[config.mk]
export PLATFORM = sky130hd
export DESIGN_NAME = adc_rd_ctrl
export DESIGN_NICKNAME = d
export VERILOG_FILES = /design/src/rtl/adc_rd_pkg.sv /design/src/rtl/adc_rd_timer.sv /design/src/rtl/adc_rd_shift.sv /design/src/rtl/adc_rd_fsm.sv /design/src/rtl/adc_rd_ctrl.sv
export SDC_FILE = /design/constraint.sdc
export NUM_CORES = 1
export LEC_CHECK = 0
export ABC_CLOCK_PERIOD_IN_PS = 2800
export BUFFER_PORTS_ARGS = -buffer_cell sky130_fd_sc_hd__clkbuf_2
export CORE_MARGIN = 10
export CORE_UTILIZATION = 55
export DETAILED_ROUTE_END_ITERATION = 16
export HOLD_SLACK_MARGIN = 0.05
export PLACE_DENSITY = 0.8
export SYNTH_ARGS = -nofsm -noshare
export SYNTH_HDL_FRONTEND = slang
export SYNTH_SLANG_ARGS = --single-unit
[constraint.sdc]
create_clock -name clk -period 2.8 [get_ports clk]
set_clock_uncertainty 0.2 [all_clocks]
set_input_delay 0 -clock clk [delete_from_list [all_inputs] [get_ports clk]]
set_output_delay 0 -clock clk [all_outputs]
set_load 0.05 [all_outputs]
[src/rtl/adc_rd_pkg.sv]
package adc_rd_pkg;

    // Controller sequencing states
    typedef enum logic [2:0] {
        ST_IDLE  = 3'd0,
        ST_LEAD  = 3'd1,   // chip select low, clock low, before first pulse
        ST_HIGH  = 3'd2,   // I/O clock high phase
        ST_LOW   = 3'd3,   // I/O clock low phase
        ST_CONV  = 3'd4    // chip select released, conversion running
    } rd_state_e;

    // Pin levels derived from the sequencing state
    typedef struct packed {
        logic cs_n;
        logic ioclk;
    } pin_lvl_t;

    // Per-cycle control strobes produced by the sequencer
    typedef struct packed {
        logic clear;    // new transfer: empty the shifter
        logic sample;   // take one bit from the data line
        logic finish;   // last low phase ended
        logic restart;  // phase timer restarts
    } rd_ctl_t;

    function automatic pin_lvl_t pins_of(rd_state_e s);
        pin_lvl_t p;
        p.cs_n  = (s == ST_IDLE) || (s == ST_CONV);
        p.ioclk = (s == ST_HIGH);
        return p;
    endfunction

    function automatic int unsigned max_u(int unsigned a, int unsigned b);
        return (a > b) ? a : b;
    endfunction

    function automatic int unsigned width_for(int unsigned n);
        return (n < 2) ? 1 : $clog2(n + 1);
    endfunction

endpackage

[src/rtl/adc_rd_timer.sv]
module adc_rd_timer #(
    parameter int unsigned W = 8
) (
    input  logic         clk,
    input  logic         rst,
    input  logic         restart,
    input  logic [W-1:0] limit,
    output logic         expire
);
    logic [W-1:0] cnt_q;

    assign expire = (cnt_q == (limit - 1'b1));

    always_ff @(posedge clk) begin
        if (rst || restart) begin
            cnt_q <= '0;
        end else if (!expire) begin
            cnt_q <= cnt_q + 1'b1;
        end
    end
endmodule

[src/rtl/adc_rd_shift.sv]
module adc_rd_shift #(
    parameter int unsigned NBITS = 10
) (
    input  logic             clk,
    input  logic             rst,
    input  logic             clear,
    input  logic             shift_en,
    input  logic             din,
    output logic [NBITS-1:0] word
);
    logic [NBITS-1:0] sh_q;

    generate
        if (NBITS == 1) begin : g_one
            always_ff @(posedge clk) begin
                if (rst || clear)  sh_q <= '0;
                else if (shift_en) sh_q <= din;
            end
        end else begin : g_many
            always_ff @(posedge clk) begin
                if (rst || clear)  sh_q <= '0;
                else if (shift_en) sh_q <= {sh_q[NBITS-2:0], din};
            end
        end
    endgenerate

    assign word = sh_q;
endmodule

[src/rtl/adc_rd_fsm.sv]
module adc_rd_fsm
    import adc_rd_pkg::*;
#(
    parameter int unsigned NBITS = 10
) (
    input  logic      clk,
    input  logic      rst,
    input  logic      start,
    input  logic      expire,
    output rd_state_e state,
    output rd_ctl_t   ctl,
    output logic      primed,
    output logic      busy
);
    localparam int unsigned BC_W = width_for(NBITS);

    rd_state_e     st_q, st_d;
    logic [BC_W-1:0] bcnt_q;
    logic          primed_q;
    rd_ctl_t       c;

    always_comb begin
        st_d     = st_q;
        c        = '0;
        unique case (st_q)
            ST_IDLE: begin
                if (start || !primed_q) begin
                    st_d    = ST_LEAD;
                    c.clear = 1'b1;
                end
            end
            ST_LEAD: begin
                if (expire) begin
                    st_d     = ST_HIGH;
                    c.sample = 1'b1;
                end
            end
            ST_HIGH: begin
                if (expire) st_d = ST_LOW;
            end
            ST_LOW: begin
                if (expire) begin
                    if (bcnt_q == BC_W'(NBITS)) begin
                        st_d     = ST_CONV;
                        c.finish = 1'b1;
                    end else begin
                        st_d     = ST_HIGH;
                        c.sample = 1'b1;
                    end
                end
            end
            ST_CONV: begin
                if (expire) st_d = ST_IDLE;
            end
            default: st_d = ST_IDLE;
        endcase
        c.restart = (st_d != st_q);
    end

    always_ff @(posedge clk) begin
        if (rst) begin
            st_q     <= ST_IDLE;
            bcnt_q   <= '0;
            primed_q <= 1'b0;
        end else begin
            st_q <= st_d;
            if (c.clear) begin
                bcnt_q <= '0;
            end else if (st_q == ST_HIGH && expire) begin
                bcnt_q <= bcnt_q + 1'b1;
            end
            if (st_q == ST_CONV && expire) begin
                primed_q <= 1'b1;
            end
        end
    end

    assign state  = st_q;
    assign ctl    = c;
    assign primed = primed_q;
    assign busy   = (st_q != ST_IDLE) || !primed_q;
endmodule

[src/rtl/adc_rd_ctrl.sv]
module adc_rd_ctrl
    import adc_rd_pkg::*;
#(
    parameter int unsigned NBITS    = 10,
    parameter int unsigned HALF_CYC = 25,
    parameter int unsigned CONV_CYC = 2100
) (
    input  logic             clk,
    input  logic             rst,
    input  logic             start,
    input  logic             adc_dout,
    output logic             adc_cs_n,
    output logic             adc_ioclk,
    output logic             busy,
    output logic             result_valid,
    output logic [NBITS-1:0] result
);
    localparam int unsigned LIM_W = width_for(max_u(HALF_CYC, CONV_CYC));
    localparam logic [LIM_W-1:0] HALF_LIM = LIM_W'(HALF_CYC);
    localparam logic [LIM_W-1:0] CONV_LIM = LIM_W'(CONV_CYC);

    rd_state_e        state;
    rd_ctl_t          ctl;
    pin_lvl_t         pins;
    logic             primed;
    logic             expire;
    logic [LIM_W-1:0] limit;
    logic [NBITS-1:0] word;
    logic             valid_q;
    logic [NBITS-1:0] result_q;

    adc_rd_fsm #(.NBITS(NBITS)) u_fsm (
        .clk    (clk),
        .rst    (rst),
        .start  (start),
        .expire (expire),
        .state  (state),
        .ctl    (ctl),
        .primed (primed),
        .busy   (busy)
    );

    assign limit = (state == ST_CONV) ? CONV_LIM : HALF_LIM;

    adc_rd_timer #(.W(LIM_W)) u_timer (
        .clk     (clk),
        .rst     (rst),
        .restart (ctl.restart),
        .limit   (limit),
        .expire  (expire)
    );

    adc_rd_shift #(.NBITS(NBITS)) u_shift (
        .clk      (clk),
        .rst      (rst),
        .clear    (ctl.clear),
        .shift_en (ctl.sample),
        .din      (adc_dout),
        .word     (word)
    );

    always_ff @(posedge clk) begin
        if (rst) begin
            valid_q  <= 1'b0;
            result_q <= '0;
        end else begin
            valid_q <= ctl.finish && primed;
            if (ctl.finish && primed) begin
                result_q <= word;
            end
        end
    end

    assign pins         = pins_of(state);
    assign adc_cs_n     = pins.cs_n;
    assign adc_ioclk    = pins.ioclk;
    assign result_valid = valid_q;
    assign result       = result_q;
endmodule

Word level (Yosys, flattened, before mapping)
Index checks and enable logic that the tools add are counted.
{"block": "classes", "n_mux": 16, "n_addsub": 3, "reduce_logical": 12, "n_eq_ne": 7}
{"op": "$mux W3", "count": 6}
{"op": "$pmux W3 S5", "count": 1}
{"op": "$add A12 B1 Y12 const B", "count": 1}
{"op": "$eq A12 B12 Y1", "count": 1}
{"op": "$mux W12", "count": 1}
{"op": "$sub A12 B1 Y12 const B", "count": 1}
{"op": "$eq A3 B2 Y1 const B", "count": 2}
{"op": "$mux W1", "count": 6}
{"op": "$logic_or A1 B1 Y1", "count": 5}
{"op": "$add A4 B1 Y4 const B", "count": 1}
{"op": "$eq A4 B4 Y1 const B", "count": 1}
{"op": "$eq A3 B1 Y1 const B", "count": 1}
{"op": "$eq A3 B3 Y1 const B", "count": 1}
{"op": "$logic_and A1 B1 Y1", "count": 3}
{"op": "$logic_not A3 Y1", "count": 1}
{"op": "$ne A3 B3 Y1", "count": 1}
{"op": "$reduce_bool A3 Y1", "count": 1}
{"op": "$mux W2", "count": 1}
{"op": "$pmux W1 S2", "count": 1}
{"op": "$reduce_or A2 Y1", "count": 1}
{"op": "$logic_not A1 Y1", "count": 1}
{"block": "word_totals", "output_inout_bits": 14, "ff_bits": 41, "input_bits": 4}

Depth between registers and ports, before layout
Gate-level depths: netlist of the first run.
{"block": "depth", "word_depth": 8, "ltp_mapped": 7, "mapped_depth_nobuf": 6}

Modules after synthesis
Synthesis of the first run repeated with hierarchy kept, for this count alone.
{"block": "hier_totals", "hier_cells": 293, "hier_area_um2": 2536.2}
{"mod": "adc_rd_timer", "n_inst": 1, "area_each_um2": 1179.9, "cells_each": 154}
{"mod": "adc_rd_ctrl", "n_inst": 1, "area_each_um2": 529.3, "cells_each": 54}
{"mod": "adc_rd_fsm", "n_inst": 1, "area_each_um2": 464.2, "cells_each": 52}
{"mod": "adc_rd_shift", "n_inst": 1, "area_each_um2": 362.8, "cells_each": 33}

Least setup slack after synthesis of the first run
Ideal clock, no wire load.
{"block": "synth_path", "kind": "reg-to-reg", "from": "register u_fsm.st_q[2], in the netlist u_fsm.state[2]", "to": "register u_fsm.bcnt_q[3]", "arrival_time_ns": 2.388, "path_buffers": 1, "path_slack_ns": 0.140, "stages_incl_launch_ff": 6, "setup_time_ns": 0.072, "t_required_ns": 2.528, "cell_sequence": "dfxtp_1 -> clkbuf_1 -> nor3b_1 -> nand4_1 -> a211oi_1 -> mux2i_1"}
{"block": "synth_between", "elab_cells_between_ends": 9, "classes_between": "1 x add/sub; 3 x eq/ne; 2 x mux; 3 x reduce/logical"}
{"item": "from (decl)", "line": "adc_rd_fsm.sv:17", "text": "rd_state_e st_q, st_d;"}
{"item": "from (signal assigned)", "line": "adc_rd_fsm.sv:66", "text": "st_q <= st_d;"}
{"item": "$eq A3 B2 Y1"}
{"item": "named net adc_ioclk", "line": "adc_rd_ctrl.sv:13", "text": "output logic adc_ioclk,"}
{"item": "$logic_and A1 B1 Y1", "line": "adc_rd_fsm.sv:69", "text": "end else if (st_q == ST_HIGH && expire) begin"}
{"item": "to (signal assigned)", "line": "adc_rd_fsm.sv:70", "text": "bcnt_q <= bcnt_q + 1'b1;"}
{"item": "to (decl)", "line": "adc_rd_fsm.sv:18", "text": "logic [BC_W-1:0] bcnt_q;"}
The timed path passes the listed nets, and every way through them passes these cells.
A chain may end at the register's enable or synchronous reset.

Worst setup path after layout of the first run
{"block": "layout_path", "from": "register u_fsm.st_q[2], in the netlist u_fsm.state[2]", "to": "register u_timer.cnt_q[4]"}
{"block": "layout_between", "elab_chain_len": 8, "elab_cells_between_ends": 16, "classes_between": "1 x add/sub; 6 x eq/ne; 7 x mux; 2 x reduce/logical"}
{"item": "$eq A3 B3 Y1", "line": "adc_rd_fsm.sv:25, adc_rd_ctrl.sv:43"}
{"item": "$mux W12", "line": "adc_rd_ctrl.sv:43", "text": "assign limit = (state == ST_CONV) ? CONV_LIM : HALF_LIM;"}
{"item": "$sub A12 B1 Y12", "line": "adc_rd_timer.sv:12", "text": "assign expire = (cnt_q == (limit - 1'b1));"}
{"item": "$eq A12 B12 Y1", "line": "adc_rd_timer.sv:12"}
{"item": "$mux W3, on equally long branches"}
{"item": "$pmux W3 S5", "line": "adc_rd_fsm.sv:25", "text": "unique case (st_q)"}
{"item": "$ne A3 B3 Y1", "line": "adc_rd_fsm.sv:57", "text": "c.restart = (st_d != st_q);"}
{"item": "$logic_or A1 B1 Y1", "line": "adc_rd_timer.sv:15", "text": "if (rst || restart) begin"}
{"item": "to (signal assigned)", "line": "adc_rd_timer.sv:18", "text": "cnt_q <= cnt_q + 1'b1;"}
{"item": "to (decl)", "line": "adc_rd_timer.sv:10", "text": "logic [W-1:0] cnt_q;"}
Parallel ways exist; a longest one is shown, timed or not.

==> results by group, run 1 <==
Global routing
  • Met3 track demand over resource in global routing: 0.0397
  • Pin count of the biggest net entering global routing: 26
  • Met2 track demand over resource: 0.215
  • Initial antenna violation count: 0
  • Global-route total usage across every layer: 0.128
  • Highest-utilization routing layer at the global route stage: met2
  • Global-route track usage on met1: 0.145
  • Vias in the first global route: 1519
  • Total overflow reported by the global router: 0
  • First-pass GRT wire length: 6.71 mm

Logic synthesis
  • Leading area contributor after synthesis: dfxtp_1
  • Post-Synthesis Mean Instance Area: 9.91 sq um
  • Cell area after synthesis: 0.00206 sq mm
  • Number of enable-type register cells in the synthesized netlist: 0
  • Seq cells post-synth: 41
  • Most used flip-flop cell after synthesis: dfxtp_1
  • Post-Synthesis Cells: 208
  • Share of synthesized area occupied by flip-flops and latches: 0.398
  • Number of synthesis warnings: 0
  • Cell types with the largest area share after synthesis: dfxtp_1 40%, mux2i_1 12%, nand2b_1 7.9%
  • Post-synth top area share: 0.398
  • Post-synth ARST share: 0
  • Yosys cell types: 45
  • Synthesized netlist net count: 215

Power and ir drop
  • Leakage dissipation: 0.787 nW
  • Total power after layout: 1.21 mW
  • Maximum resistive drop on vdd: 0.289 mV
  • Power per cell area: 522 mW/mm^2

Placement
  • Placed Instances: 265
  • Port Buf Inserts: 17
  • Dpl cell area: 0.00217 sq mm
  • Detailed-placement wirelength estimate: 2.69 mm
  • Setup slack after placement: 0.608 ns
  • Routability-driven placement congestion ratio: 0.780

Critical path
  • Crit path required time: 2.77 ns
  • Data arrival time of the worst path: 2.16 ns
  • Type of destination of the critical path: register
  • Sort of element at the start of the critical path: register
  • Largest driver fanout on the critical path: 11
  • CP Class: register to register
  • Reg2reg path depth: 4

Drt
  • Drt first pass iters: 4
  • Count of antenna-violating nets left after detailed routing: 0
  • Vias per std cell: 5.40
  • Drt wl/cell: 13.8 um
  • Starting DRT DRC Count: 93
  • Final wirelength: 3.80 mm
  • Vias post-DR: 1490
  • Final routed DRC violation total: 0

Timing
  • Worst-margin pin slew: 0.593 ns
  • Setup-violating endpoint count in the final report: 0
  • Highest Clock Rate: 455 MHz
  • Final hold vios: 0
  • Max transition margin: 0.604
  • Setup slack of the critical path after layout: 0.601 ns
  • Final critical-path share of the clock period: 0.785
  • RSZ-0062 raised after global routing: no
  • Post-route minimum period: 2.20 ns
  • Setup TNS Final: 0 ns
  • Max-slew violation count: 0

Floorplan
  • Die area: 0.00660 sq mm
  • Total number of placement rows: 22
  • Initial standard-cell utilization of the core: 0.567
  • Die width: 81.2 um
  • Floorplan Core Area: 0.00363 sq mm
  • Die height: 81.2 um
  • Number of placed I/O pins: 18

Layout
  • Design Area, Final: 0.00231 sq mm
  • Layout cells sized above 1: 0.215
  • Number of inserted filler cells in the final layout: 328
  • Antenna Cells: 0
  • Area overhead of the layout relative to synthesis: 12.3%
  • Net count of the finished layout: 234
  • Count of non-filler cells in the finished layout: 276

Clock tree
  • Number of buffers created by CTS: 5
  • Root buffer selected by CTS: clkbuf_8
  • Number of clock sinks seen by CTS: 41
  • Max H-tree Level: 2
  • Buffer levels on the longest clock path: 2
  • Clock latency on the worst-skew pair: 0.30 ns
  • Clock tree from TritonCTS: yes
  • CTS clock-pin slew for the worst setup and hold paths: 0.08 ns

Min path
  • Worst hold stages: 2
  • Class of the most critical hold timing path: register to register

Job
  • Max capacitance violation total: 0

Run status
  • Outcome: complete, no violations
## critical path: stages, from the launching register on
cell     delay [ns]
dfxtp_1        0.52
or3b_4         0.45
nor3b_1        0.32
o221a_2        0.49
nor3_2         0.08
## kinds of logic after synthesis
| kind of cell | Yosys count | synth area share |
|---|---|---|
| adders and majority gates | 3 | 0.0182 |
| DFF | 41 | 0.398 |
| muxes | 25 | 0.121 |
| AOI/OAI and AO/OA | 19 | 0.0789 |
| xor gates and xnor gates | 10 | 0.0425 |
| and+or+nand+nor | 96 | 0.304 |
| buffers and inverters | 14 | 0.0370 |
## metal layers
layer	up-vias	part of all wire	wire length [um]
li1	775	-	-
met1	680	0.46	1750
met2	28	0.48	1840
met3	7	0.040	153
met4	0	0.016	59
met5	-	0	0
## registers in the layout (all words and copies together), names as in the netlist
name	flops
result	10
u_shift.word	10
u_fsm.bcnt_q	4
result_valid	1
u_timer.cnt_q	12
u_fsm.state	3
u_fsm.primed	1
## what timing repair did
item                      in CTS  in global routing
gates resized for setup        0                  0
setup buffers                  0                  0
hold endpoints to repair       3                  0
hold buffers                   3                  0
## where the power goes
group	leakage (nW)	internal [mW]	switching (mW)
combinational	0.402	0.0444	0.0699
clock	0.0543	0.267	0.213
sequential	0.331	0.592	0.0217
total	0.787	0.903	0.304
## final cells by class
| type | count | area (sq um) | area share |
|---|---|---|---|
| Multi-Input combinational cell | 153 | 1170 | 0.505 |
| Sequential cell | 41 | 821 | 0.355 |
| Timing Repair Buffer | 23 | 138 | 0.0595 |
| Clock buffer | 5 | 68.8 | 0.0297 |
| Tap cell | 48 | 60.1 | 0.0259 |
| Clock inverter | 3 | 46.3 | 0.0200 |
| Inverter | 3 | 11.3 | 0.00486 |
## synth_stat cells (4+ instances only)
master / number
a211oi_1: 4
buf_2: 4
clkbuf_1: 4
dfxtp_1: 41
mux2i_1: 25
nand2_1: 21
nand2b_1: 26
nand3_1: 8
nand4_1: 4
nor3_1: 4
nor3_2: 9
xor2_1: 8
## placed cells by master, fill, tap and decap left out, types with 4 or more instances in the layout
cell type  count
clkbuf_8       5
nor3_2         9
clkbuf_2      17
nand3_1        8
mux2i_1       25
nand4_1        4
nor3_1         4
nand2_1       21
dfxtp_1       41
xor2_1         8
nand2b_1      26
## path summary, 6_finish.rpt
kind | startpoint | endpoint | slack, ns
hold / removal | result[0] | result[0] | 0.27
setup / recovery | u_fsm.state[2] | u_timer.cnt_q[4] | 0.60
hold reg to reg | result[0] | result[0] | 0.27
setup reg to reg | u_fsm.state[2] | u_timer.cnt_q[4] | 0.60
## through the flow
step	util	hold WS, ns
after floorplan	-	-0.0577
after global placement	0.597	0.0386
after detailed placement	0.597	0.0511
after CTS	0.637	0.272
after global routing	0.637	0.299
final	0.637	0.275
(Power assumes the default switching activity.)
==> run 2: changes to the inputs <==
Settings changed: ABC_CLOCK_PERIOD_IN_PS 2800 to 2000, CORE_UTILIZATION 55 to 53, PLACE_DENSITY 0.8 to 0.81.
Clock period 2.8 ns to 2 ns, I/O delays scaled along.
==> run 2 against run 1 <==
  * Via count is 7.7% higher
  * Critical path type unchanged
  * Clock power is 19% higher
  * Global-route usage is 0.80 points higher
  * Count of clock-buffer cells in the layout stayed put
  * Utilization is 2.7 points higher
  * Design area is 6.6% higher
  * Cell count is 4.7% higher
  * First-iteration DRC count is 67% lower
  * Sequential power is 38% higher
  * Total power is 35% higher
  * Hold slack worse by 0.0044 ns
==> results by group, run 2 (same netlist as run 1, synthesis figures left out) <==
Min path
  • Class of the most critical hold timing path: input port to register
  • Startpoint of the most critical hold path: adc_dout

Timing
  • Max-slew violation count: 0
  • Post-route minimum period: 1.93 ns
  • Final critical-path share of the clock period: 0.963
  • Setup TNS Final: 0 ns
  • RSZ-0062 raised after global routing: no
  • Setup-violating endpoint count in the final report: 0
  • Max transition margin: 0.753
  • Highest Clock Rate: 519 MHz
  • Worst-margin pin slew: 0.369 ns
  • Final hold vios: 0

Drt
  • Drt first pass iters: 4
  • Vias post-DR: 1604
  • Count of antenna-violating nets left after detailed routing: 0
  • Drt wl/cell: 14.8 um
  • Final routed DRC violation total: 0
  • Starting DRT DRC Count: 31
  • Vias per std cell: 5.55
  • Final wirelength: 4.29 mm

Floorplan
  • Floorplan Core Area: 0.00372 sq mm
  • Initial standard-cell utilization of the core: 0.555
  • Die height: 82.4 um
  • Total number of placement rows: 22
  • Die area: 0.00679 sq mm
  • Number of placed I/O pins: 18
  • Die width: 82.4 um

Placement
  • Placed Instances: 278
  • Detailed-placement wirelength estimate: 3.03 mm
  • Port Buf Inserts: 17
  • Routability-driven placement congestion ratio: 0.841

Job
  • Max capacitance violation total: 0

Layout
  • Multi-input gate area: 0.00121 sq mm
  • Antenna Cells: 0
  • Area overhead of the layout relative to synthesis: 19.7%
  • Number of flip-flops under the largest register name: 12
  • Layout cells sized above 1: 0.303
  • Most frequent standard cell in the layout excluding fill and tap cells: dfxtp_1
  • Net count of the finished layout: 247
  • Number of inserted filler cells in the final layout: 321
  • Count of non-filler cells in the finished layout: 289
  • Top library cells by usage in the layout, fill and taps aside: 36 x dfxtp_1, 26 x nand2b_1, 25 x mux2i_1
  • Register name with the most flops: u_timer.cnt_q
  • Sequential standard cell area: 827 sq um

Critical path
  • Largest driver fanout on the critical path: 10
  • Sort of element at the start of the critical path: register
  • Data arrival time of the worst path: 1.96 ns
  • Cell type of the slowest stage on the worst timing path: a2111oi_4
  • Delay-heaviest family, CP: simple AND/OR/NAND/NOR gates
  • Max stage delay on crit path: 0.42 ns
  • Count of buffer and inverter cells on the critical path: 1
  • Worst setup startpoint: u_timer.cnt_q[1]
  • CP Class: register to register
  • Startpoint of the most critical register-to-register path: u_timer.cnt_q[1]
  • Ordered cell list for the critical path: nor4_4, nand3_4, a2111oi_4, buf_12, mux2i_1
  • Crit path required time: 2.04 ns
  • Type of destination of the critical path: register

Clock tree
  • Number of buffers created by CTS: 5
  • Clock tree from TritonCTS: yes
  • Max H-tree Level: 2
  • Setup Fix Bufs, Post-CTS: 0
  • Root buffer selected by CTS: clkbuf_8
  • Clock latency on the worst-skew pair: 0.30 ns
  • Number of clock sinks seen by CTS: 41
  • Buffer levels on the longest clock path: 2
  • CTS clock-pin slew for the worst setup and hold paths: 0.09 ns

Run status
  • Outcome: complete, no violations

Global routing
  • Vias in the first global route: 1572
  • Total overflow reported by the global router: 0
  • Initial antenna violation count: 0
  • First-pass GRT wire length: 7.27 mm
  • Pin count of the biggest net entering global routing: 26
  • Global-route total usage across every layer: 0.136

Power and ir drop
  • Sequential share of power: 0.521
  • Part of the power in the clock network: 0.350
  • Sw frac: 0.283
  • Internal power summed over all cells: 1.17 mW
  • Maximum resistive drop on vdd: 0.459 mV
  • Leakage dissipation: 0.853 nW
  • Combinational share of power: 0.129
  • Net switching power of the design: 0.461 mW
  • Power per cell area: 660 mW/mm^2
==> run 2: cell types whose count changed in the layout (fill, tap and decap cells not counted), sizes merged <==
cell,previous run,this run
inv,3,4
buf,3,16
bufinv,1,0
==> run 2: area by class of cell <==
type / instances / area share
Timing Repair Buffer: 36 / 0.105
Clock buffer: 5 / 0.0279
Sequential cell: 41 / 0.335
Multi-Input combinational cell: 153 / 0.492
Tap cell: 48 / 0.0243
Clock inverter: 3 / 0.0101
Inverter: 3 / 0.00456
==> run 2: worst paths after layout <==
path / end / slack, ns / cells after the start
min: u_shift.word[0] / 0.27 / 4
max reg2reg: u_shift.word[9] / 0.07 / 5
min reg2reg: result[9] / 0.27 / 2
max: u_shift.word[9] / 0.07 / 5
==> run 2: stage by stage <==
step                worst slack, ns  power, mW  utilization  cell area, sq um  hold WS [ns]
floorplan                    0.0670       1.01            -              2080       -0.0577
global placement              0.124       1.06        0.622              2310        0.0325
detailed placement           0.0390       1.07        0.622              2310        0.0423
CTS                          0.0111       1.63        0.655              2430         0.261
global route               0.000391       1.70        0.664              2470         0.290
finish                       0.0747       1.63        0.664              2470         0.270
==> run 2: repair_timing <==
| item | 4_1_cts | 5_1_grt |
|---|---|---|
| endpoints found under the hold margin | 14 | 0 |
| hold buffers | 3 | 0 |
| resized for setup | 0 | 10 |
| setup endpoints to repair | 0 | 16 |
==> run 2: power groups by stage <==
| stage | registers (mW) | logic (mW) | clock network, mW |
|---|---|---|---|
| finish | 0.848 | 0.211 | 0.569 |
| global route | 0.851 | 0.230 | 0.615 |
| CTS | 0.846 | 0.206 | 0.583 |
| detailed placement | 0.865 | 0.201 | 0 |
| global placement | 0.864 | 0.195 | 0 |
| floorplan | 0.866 | 0.146 | 0 |
==> run 2: routing by layer <==
layer  GRT usage  wire, um
met1       0.161      1920
met2       0.222      2140
met3      0.0421       147
met4      0.0561        79
met5           0         0
==> run 2: worst register-to-register path, stage by stage (launching register included) <==
cell       delay (ns)
dfxtp_2          0.36
nor4_4           0.35
nand3_4          0.14
a2111oi_4        0.42
buf_12           0.19
mux2i_1          0.20
